===== src/rtl/pmx_pkg.sv =====
package pmx_pkg;
  localparam int PAGE_BITS  = 5;
  localparam int DISP_BITS  = 10;
  localparam int FRAME_BITS = 10;
  localparam int PROT_BITS  = 2;
  localparam int NUM_SETS   = 2;

  localparam int ENTRY_W   = FRAME_BITS + PROT_BITS;
  localparam int LADDR_W   = PAGE_BITS + DISP_BITS;
  localparam int PADDR_W   = FRAME_BITS + DISP_BITS;
  localparam int NUM_PAGES = 1 << PAGE_BITS;
  localparam int SET_BITS  = (NUM_SETS > 1) ? $clog2(NUM_SETS) : 1;
  localparam int WP_BIT    = FRAME_BITS;      // write guard
  localparam int RP_BIT    = FRAME_BITS + 1;  // read guard

  // strobes from control to datapath
  typedef struct packed {
    logic [NUM_SETS-1:0]  load;
    logic [PAGE_BITS-1:0] index;
    logic [ENTRY_W-1:0]   data;
    logic                 xlateOn;
  } mapCtl_t;
endpackage


===== src/rtl/pmx_ctrl.sv =====
module pmx_ctrl
  import pmx_pkg::*;
(
  input  logic                 clk,
  input  logic                 rst_n,
  input  logic                 mapEnable,
  input  logic                 wrEn,
  input  logic [SET_BITS-1:0]  wrSel,
  input  logic [PAGE_BITS-1:0] wrIndex,
  input  logic [ENTRY_W-1:0]   wrData,
  input  logic                 reqValid,
  input  logic                 reqWrite,
  input  logic [ENTRY_W-1:0]   selEntry,
  output mapCtl_t              ctl,
  output logic                 fault,
  output logic                 memStrobe
);
  logic readBlocked;
  logic writeBlocked;

  for (genvar s = 0; s < NUM_SETS; s++) begin : g_load
    assign ctl.load[s] = wrEn && (wrSel == SET_BITS'(s));
  end

  assign ctl.index   = wrIndex;
  assign ctl.data    = wrData;
  assign ctl.xlateOn = mapEnable;

  always_comb begin
    readBlocked  = !reqWrite && selEntry[RP_BIT];
    writeBlocked =  reqWrite && selEntry[WP_BIT];
    fault        = reqValid && mapEnable && (readBlocked || writeBlocked);
    memStrobe    = reqValid && !fault;
  end

  p_strobe_fault_excl_r9: assert property (@(posedge clk) disable iff (!rst_n)
    !(memStrobe && fault));
  p_fault_needs_req_r9: assert property (@(posedge clk) disable iff (!rst_n)
    fault |-> reqValid);
  p_no_fault_bypass_r8: assert property (@(posedge clk) disable iff (!rst_n)
    !mapEnable |-> !fault);
  p_read_fault_cause_r6: assert property (@(posedge clk) disable iff (!rst_n)
    (fault && !reqWrite) |-> selEntry[RP_BIT]);
  p_write_fault_cause_r7: assert property (@(posedge clk) disable iff (!rst_n)
    (fault && reqWrite) |-> selEntry[WP_BIT]);
endmodule


===== src/rtl/pmx_datapath.sv =====
module pmx_datapath
  import pmx_pkg::*;
(
  input  logic                clk,
  input  logic                rst_n,
  input  mapCtl_t             ctl,
  input  logic [SET_BITS-1:0] reqSrc,
  input  logic [LADDR_W-1:0]  reqAddr,
  output logic [ENTRY_W-1:0]  selEntry,
  output logic [PADDR_W-1:0]  physAddr
);
  logic [ENTRY_W-1:0]   mapReg   [NUM_SETS][NUM_PAGES];
  logic [ENTRY_W-1:0]   setEntry [NUM_SETS];
  logic [PAGE_BITS-1:0] page;

  assign page = reqAddr[LADDR_W-1:DISP_BITS];

  always_ff @(posedge clk or negedge rst_n) begin
    if (!rst_n) begin
      for (int s = 0; s < NUM_SETS; s++)
        for (int p = 0; p < NUM_PAGES; p++)
          mapReg[s][p] <= ENTRY_W'(p);
    end else begin
      for (int s = 0; s < NUM_SETS; s++)
        if (ctl.load[s]) mapReg[s][ctl.index] <= ctl.data;
    end
  end

  for (genvar s = 0; s < NUM_SETS; s++) begin : g_setRead
    assign setEntry[s] = mapReg[s][page];
  end

  always_comb begin
    selEntry = setEntry[reqSrc];
    if (ctl.xlateOn)
      physAddr = {selEntry[FRAME_BITS-1:0], reqAddr[DISP_BITS-1:0]};
    else
      physAddr = PADDR_W'(reqAddr);
  end

  p_onehot_load_r3: assert property (@(posedge clk) disable iff (!rst_n)
    $onehot0(ctl.load));
  p_dma_untouched_r4: assert property (@(posedge clk) disable iff (!rst_n)
    (ctl.load[0] && !ctl.load[1]) |=>
      mapReg[1][$past(ctl.index)] == $past(mapReg[1][ctl.index]));
  p_cpu_untouched_r4: assert property (@(posedge clk) disable iff (!rst_n)
    (ctl.load[1] && !ctl.load[0]) |=>
      mapReg[0][$past(ctl.index)] == $past(mapReg[0][ctl.index]));
endmodule


===== src/rtl/page_map_xlate.sv =====
module page_map_xlate
  import pmx_pkg::*;
(
  input  logic                 clk,
  input  logic                 rst_n,
  input  logic                 mapEnable,
  input  logic                 wrEn,
  input  logic [SET_BITS-1:0]  wrSel,
  input  logic [PAGE_BITS-1:0] wrIndex,
  input  logic [ENTRY_W-1:0]   wrData,
  input  logic                 reqValid,
  input  logic [SET_BITS-1:0]  reqSrc,
  input  logic                 reqWrite,
  input  logic [LADDR_W-1:0]   reqAddr,
  output logic [PADDR_W-1:0]   physAddr,
  output logic                 memStrobe,
  output logic                 fault
);
  mapCtl_t            ctl;
  logic [ENTRY_W-1:0] selEntry;

  pmx_ctrl u_ctrl (
    .clk       (clk),
    .rst_n     (rst_n),
    .mapEnable (mapEnable),
    .wrEn      (wrEn),
    .wrSel     (wrSel),
    .wrIndex   (wrIndex),
    .wrData    (wrData),
    .reqValid  (reqValid),
    .reqWrite  (reqWrite),
    .selEntry  (selEntry),
    .ctl       (ctl),
    .fault     (fault),
    .memStrobe (memStrobe)
  );

  pmx_datapath u_dp (
    .clk      (clk),
    .rst_n    (rst_n),
    .ctl      (ctl),
    .reqSrc   (reqSrc),
    .reqAddr  (reqAddr),
    .selEntry (selEntry),
    .physAddr (physAddr)
  );

  p_disp_pass_r2: assert property (@(posedge clk) disable iff (!rst_n)
    physAddr[DISP_BITS-1:0] == reqAddr[DISP_BITS-1:0]);
endmodule


===== config.mk =====
export PLATFORM = sky130hd
export DESIGN_NAME = page_map_xlate
export DESIGN_NICKNAME = d
export VERILOG_FILES = /design/src/rtl/pmx_pkg.sv /design/src/rtl/pmx_ctrl.sv /design/src/rtl/pmx_datapath.sv /design/src/rtl/page_map_xlate.sv
export SDC_FILE = /design/constraint.sdc
export NUM_CORES = 1
export LEC_CHECK = 0
export BUFFER_PORTS_ARGS = -buffer_cell sky130_fd_sc_hd__clkbuf_2
export CORE_MARGIN = 1.5
export CORE_UTILIZATION = 35
export CTS_BUF_LIST = sky130_fd_sc_hd__clkbuf_16
export DETAILED_ROUTE_END_ITERATION = 7
export GPL_TIMING_DRIVEN = 0
export PLACE_DENSITY = 0.58
export SLEW_MARGIN = 10
export SYNTH_ARGS = -nofsm -noshare
export SYNTH_HDL_FRONTEND = slang
export SYNTH_SLANG_ARGS = --single-unit

===== constraint.sdc =====
create_clock -name clk -period 3.25 [get_ports clk]
set_clock_uncertainty 0.1 [all_clocks]
set_input_delay 0.325 -clock clk [delete_from_list [all_inputs] [get_ports clk]]
set_output_delay 0.325 -clock clk [all_outputs]
set_load 0.03 [all_outputs]

Yosys cells after proc, flatten, opt, wreduce, memory -nomap -nowiden --
Cells that the tools add are included.
Cells by class: reductions and logical operators 11, mux-type cells 14, bitwise gates (word level) 4, magnitude comparators 4
Operators by type and width (count):
- 384-bit bitwise mux | 2
- 12-bit binary-select mux with 5-bit select | 2
- 12-bit two-way mux | 8
- 12-bit demux with 5-bit select | 1
- 20-bit two-way mux | 1
- 6-bit greater-or-equal comparator (second input constant) | 2
- 5-bit inverter with 6-bit output | 2
- 1-bit logical AND | 8
- 6-bit by 1-bit < comparator with 1-bit output (second input constant) | 1
- 2-bit greater-or-equal comparator (second input constant) | 1
- 1-bit zero test | 2
- 1-bit inverter with 2-bit output | 1
- 1-bit logical OR | 1
- 1-bit inverter | 1
Word-level totals: register bits after elaboration 768

Logic depth before layout (Yosys ltp) --
word-level depth 12, mapped depth 9, mapped depth without buffers 5

Hierarchy --
Synthesis repeated with hierarchy kept, for this count alone.
Second synthesis, totals: cells, all modules 2308, area total of the unflattened synthesis 35738.0 µm²
By module, submodules not included:
- pmx_datapath | times used 1, area an instance 35561.6 µm², seq. area each 19418.6 µm², cells an instance 2285
- pmx_ctrl | times used 1, area an instance 176.4 µm², seq. area each 0.0 µm², cells an instance 23

Worst setup path before layout --
OpenSTA, ideal clock, no wires.
kind input to output, start input port reqAddr[11], end output port physAddr[15], buffers on the path 4, setup slack 0.402 ns, stages on the path 8, arrival time 2.423 ns, cell sequence buf_2 -> buf_2 -> buf_2 -> buf_1 -> mux4_2 -> mux4_2 -> mux2i_1 -> o22ai_1
Between the ends: cells in the longest elaborated chain, start to end 8, elaborated cells between the ends (all ways) 11, those cells by class mux: 10; bitwise: 1
RTL lines:
- start: declaration | RTL line page_map_xlate.sv:14 | input logic [LADDR_W-1:0] reqAddr,
- 5-bit inverter with 6-bit output (not written as such) * | RTL line pmx_datapath.sv:30 | assign setEntry[s] = mapReg[s][page];
- 12-bit binary-select mux with 5-bit select | RTL line pmx_datapath.sv:30
- 12-bit two-way mux (not written as such) (2 in a row) | RTL line pmx_datapath.sv:30
- 12-bit two-way mux (not written as such) * (3 in a row) | RTL line pmx_datapath.sv:34 | selEntry = setEntry[reqSrc];
- 20-bit two-way mux * | RTL line pmx_datapath.sv:35 | if (ctl.xlateOn)
- end: declaration | RTL line page_map_xlate.sv:15 | output logic [PADDR_W-1:0] physAddr,
Every way passes the cells marked *; elsewhere a longest branch is shown, timed or not. The select of a mux whose other input is x is not followed.

Final worst setup path --
start register u_dp.mapReg[492] in the netlist's numbering, end output port physAddr[10]
Between the ends: cells in the longest elaborated chain, start to end 7
RTL lines:
- start: declaration | RTL line pmx_datapath.sv:12 | logic [ENTRY_W-1:0] mapReg [NUM_SETS][NUM_PAGES];
- start signal: indexed assignment | RTL line pmx_datapath.sv:22 | mapReg[s][p] <= ENTRY_W'(p);
- start signal: indexed assignment | RTL line pmx_datapath.sv:25 | if (ctl.load[s]) mapReg[s][ctl.index] <= ctl.data;
- 12-bit binary-select mux with 5-bit select | RTL line pmx_datapath.sv:30
- 12-bit two-way mux (not written as such) (2 in a row) | RTL line pmx_datapath.sv:30
- 12-bit two-way mux (not written as such) (3 in a row) | RTL line pmx_datapath.sv:34
- 20-bit two-way mux | RTL line pmx_datapath.sv:35
Every way passes these cells. The select of a mux whose other input is x is not followed.

==> results.md <==
- Ys Warns: 0
- Routed Antenna Nets: 0
- H-tree depth: 3
- Status: finished with violations
- Final nets: between 2000 and 2500
- Antenna diodes: 0
- Distinct cells, synth: 35
- Ratio of cells with drive above 1 in the final layout: 59.3%
- Worst Setup Start Kind: register
- Largest net degree at the start of global routing: ~110
- Slowest cell on the critical path: mux4_2
- Die Span Y: approximately 320 µm
- Root buf cell: clkbuf_16
- Crit path arrival time: 2830 ps
- Final setup viols: 1
- Period minus WS final: about 3300 ps
- Iteration-0 DRC Markers: roughly 1500
- Vias in the first global route: approximately 22000
- Min-delay worst type: in2async
- Failing checks: setup timing
- Period utilization: 100%
- CTS sink cnt: between 700 and 800
- Gr usage total: 21.0%
- Max Clk Rate: just over 300 MHz
- Seq/Total Area, Yosys: approximately 55%
- Core ar.: 100000 µm²
- Largest register by flop count: u_dp.mapReg
- Power per cell area: ~590 nW/µm²
- Via density: approximately 5.6
- R2R cell count: 2
- Worst EP required: between 2000 and 3000 ps
- Dpl ws: -1300 ps
- Critical Path Sink Type: output pin
- IO Port Bufs: 34
- Clock Latency Late Sink: 610 ps
- TNS Setup: -6.50 ps
- Worst R2R End: u_dp.mapReg[434]
- Slowest cell delay on critical path: approximately 530 ps
- Die width: around 320 µm
- DR WL/cell: just under 30 µm
- Post-synth net total: 2207
- Cell Area, Synth: about 35000 µm²
- Die area: around 100000 µm²
- Clock Path Buffers: 3
- FF-to-FF setup slack: 2270 ps
- Most used cell, CP: mux4_2
- Worst-path cell chain: mux4_2, mux4_2, mux2_2, a22oi_2, o21ai_1, buf_4
- Util after Layout: between 40% and 50%
- Worst r2r src: u_dp.mapReg[434]
- Slack of the critical path: -6.50 ps
- Initial Utilization: 35.3%
- Std-Cell Rows: approximately 120
- Overflow after GRT: 0
- Post-Synthesis Cells: 2167
- Worst-path clk slew: 60 ps
- FF+latch count, synth: 768
- Max-cap violations: 0
- Largest regs: u_dp.mapReg (768)
- Max reg flops: between 700 and 800
- Global-route wire length before repair: about 160 mm
- Vias: roughly 21000
- DP Wirelength: approximately 77 mm
- CTS Buf Count: 80
- Drt drc: 0
- Avg Inst Size Synth: about 16 µm²
- Area grow syn2layout: 14.3%
- Initial antenna violation count: 1
- Leakage: approximately 18 nW
- Worst-Margin Slew: 1200 ps
- Setup Crit Path Kind: reg2out
- RePlAce Congestion: 0.949
- Final hold violation count: 0
- CTS tree: built
- Slew margin rel.: between 20% and 30%
- Fin. max-slew vios: 0
- Pre-Repair DR Iteration Count: 5
- DRT Wirelength: roughly 110 mm
- Worst vdd ir: approximately 0.43 mV
- Unrepaired setup endpoints after global routing: true
- Power Total: 0.0239 W
- Worst-path maximum fanout: 2
- I/O pins: 62
cell type report:
class	instances	area (µm²)
Buffer	221	1310
Clock buffer	84	2100
Clock inverter	63	384
Fill cell	9057	59700
Inverter	4	15.0
Multi-Input combinational cell	1174	15000
Sequential cell	768	19400
Tap cell	1298	1620
Timing Repair Buffer	50	482
cells in the final DEF (no fill, tap or decap), drive strengths merged, types with 4 or more instances in the layout:
cell type and count:
or3b 4, clkinv 33, clkbuf 274, inv 29, nor2b 8, nor2 52, nand2b 4, mux2i 20
o22ai 11, nand3 8, nand2 23, dfstp 160, dfrtp 608, mux4 232, and2 6, o221ai 4
buf 79, a22oi 4, mux2 774, bufinv 4
where the power goes:
group | internal (W) | total (W) | switching (W) | leakage, nW
Combinational | 0.00191 | 0.00345 | 0.00154 | 6.57
Clock | 0.00497 | 0.00883 | 0.00385 | 1.31
Sequential | 0.0110 | 0.0117 | 0.000634 | 9.74
cells in the mapped netlist:
master / n / share of area (%)
a21oi_1: 3 / 0.043
a221oi_1: 3 / 0.075
a22oi_1: 4 / 0.085
a311oi_1: 1 / 0.025
a31oi_1: 1 / 0.018
and2_0: 1 / 0.018
and2_1: 5 / 0.089
and3_1: 1 / 0.018
buf_1: 21 / 0.22
buf_2: 26 / 0.37
buf_4: 14 / 0.30
buf_6: 1 / 0.032
clkbuf_1: 159 / 1.7
dfrtp_1: 608 / 43
dfstp_2: 160 / 12
inv_1: 4 / 0.043
mux2_2: 774 / 25
mux2i_1: 20 / 0.57
mux4_2: 232 / 15
nand2_1: 23 / 0.24
nand2b_1: 4 / 0.071
nand3_1: 8 / 0.11
nand3b_1: 3 / 0.064
nand4_1: 3 / 0.053
nor2_1: 52 / 0.55
nor2b_1: 8 / 0.14
nor3_1: 1 / 0.014
nor3b_1: 2 / 0.043
o2111a_1: 1 / 0.032
o211ai_1: 1 / 0.021
o21ai_1: 3 / 0.043
o221ai_1: 4 / 0.099
o22ai_1: 11 / 0.20
or3_1: 1 / 0.018
or3b_2: 4 / 0.099
kinds of logic (layout without fill, tap and decap cells):
family                 after synthesis  after routing  synth area share (%)
AO/OA/AOI/OAI                       32             32                 0.635
flip-flops                         768            768                  55.1
multiplexers                      1026           1026                  40.1
AND/OR/NAND/NOR                    116            116                  1.54
buffers and inverters              225            422                  2.66
worst max path at each step:
stage	startpoint	endpoint	slack (ps)
CTS	u_dp.mapReg[492]	physAddr[10]	-90
global placement	rst_n	u_dp.mapReg[101]	-15440
finish	u_dp.mapReg[492]	physAddr[10]	-6
global route	u_dp.mapReg[146]	physAddr[12]	-70
floorplan	reqAddr[11]	physAddr[15]	400
detailed placement	reqAddr[11]	physAddr[13]	-1300
metal layers:
| layer | vias to the layer above | wire [µm] | global-route usage (%) |
|---|---|---|---|
| met5 | - | 0 | 0 |
| met2 | 626 | 49800 | 33.3 |
| met1 | 11400 | 47200 | 29.1 |
| met3 | 161 | 6320 | 4.24 |
| met4 | 0 | 3250 | 6.58 |
| li1 | 8333 | - | - |
what timing repair did:
item	4_1_cts	5_1_grt
endpoints found under the hold margin	52	0
setup endpoints to repair	12	10
setup buffers	1	6
gates resized for setup	136	33
pin swaps	1	3
hold buffers	1	0
through the flow:
stage | cells | hold WS [ps] | area, µm²
global route | 3662 | 179 | 40300
CTS | 3656 | 160 | 40200
floorplan | 2167 | -70.6 | 35300
detailed placement | 3507 | 305 | 37300
finish | 3662 | 163 | 40300
global placement | 3499 | 381 | 37100
worst max-delay path, delay by kind of cell, from the launching register on:
kind	cells	cell delay, ps
mux	3	1330
flops	1	380
buf+inv	1	200
compound gates	2	300
No activity file was read; power rests on OpenSTA's default activity.
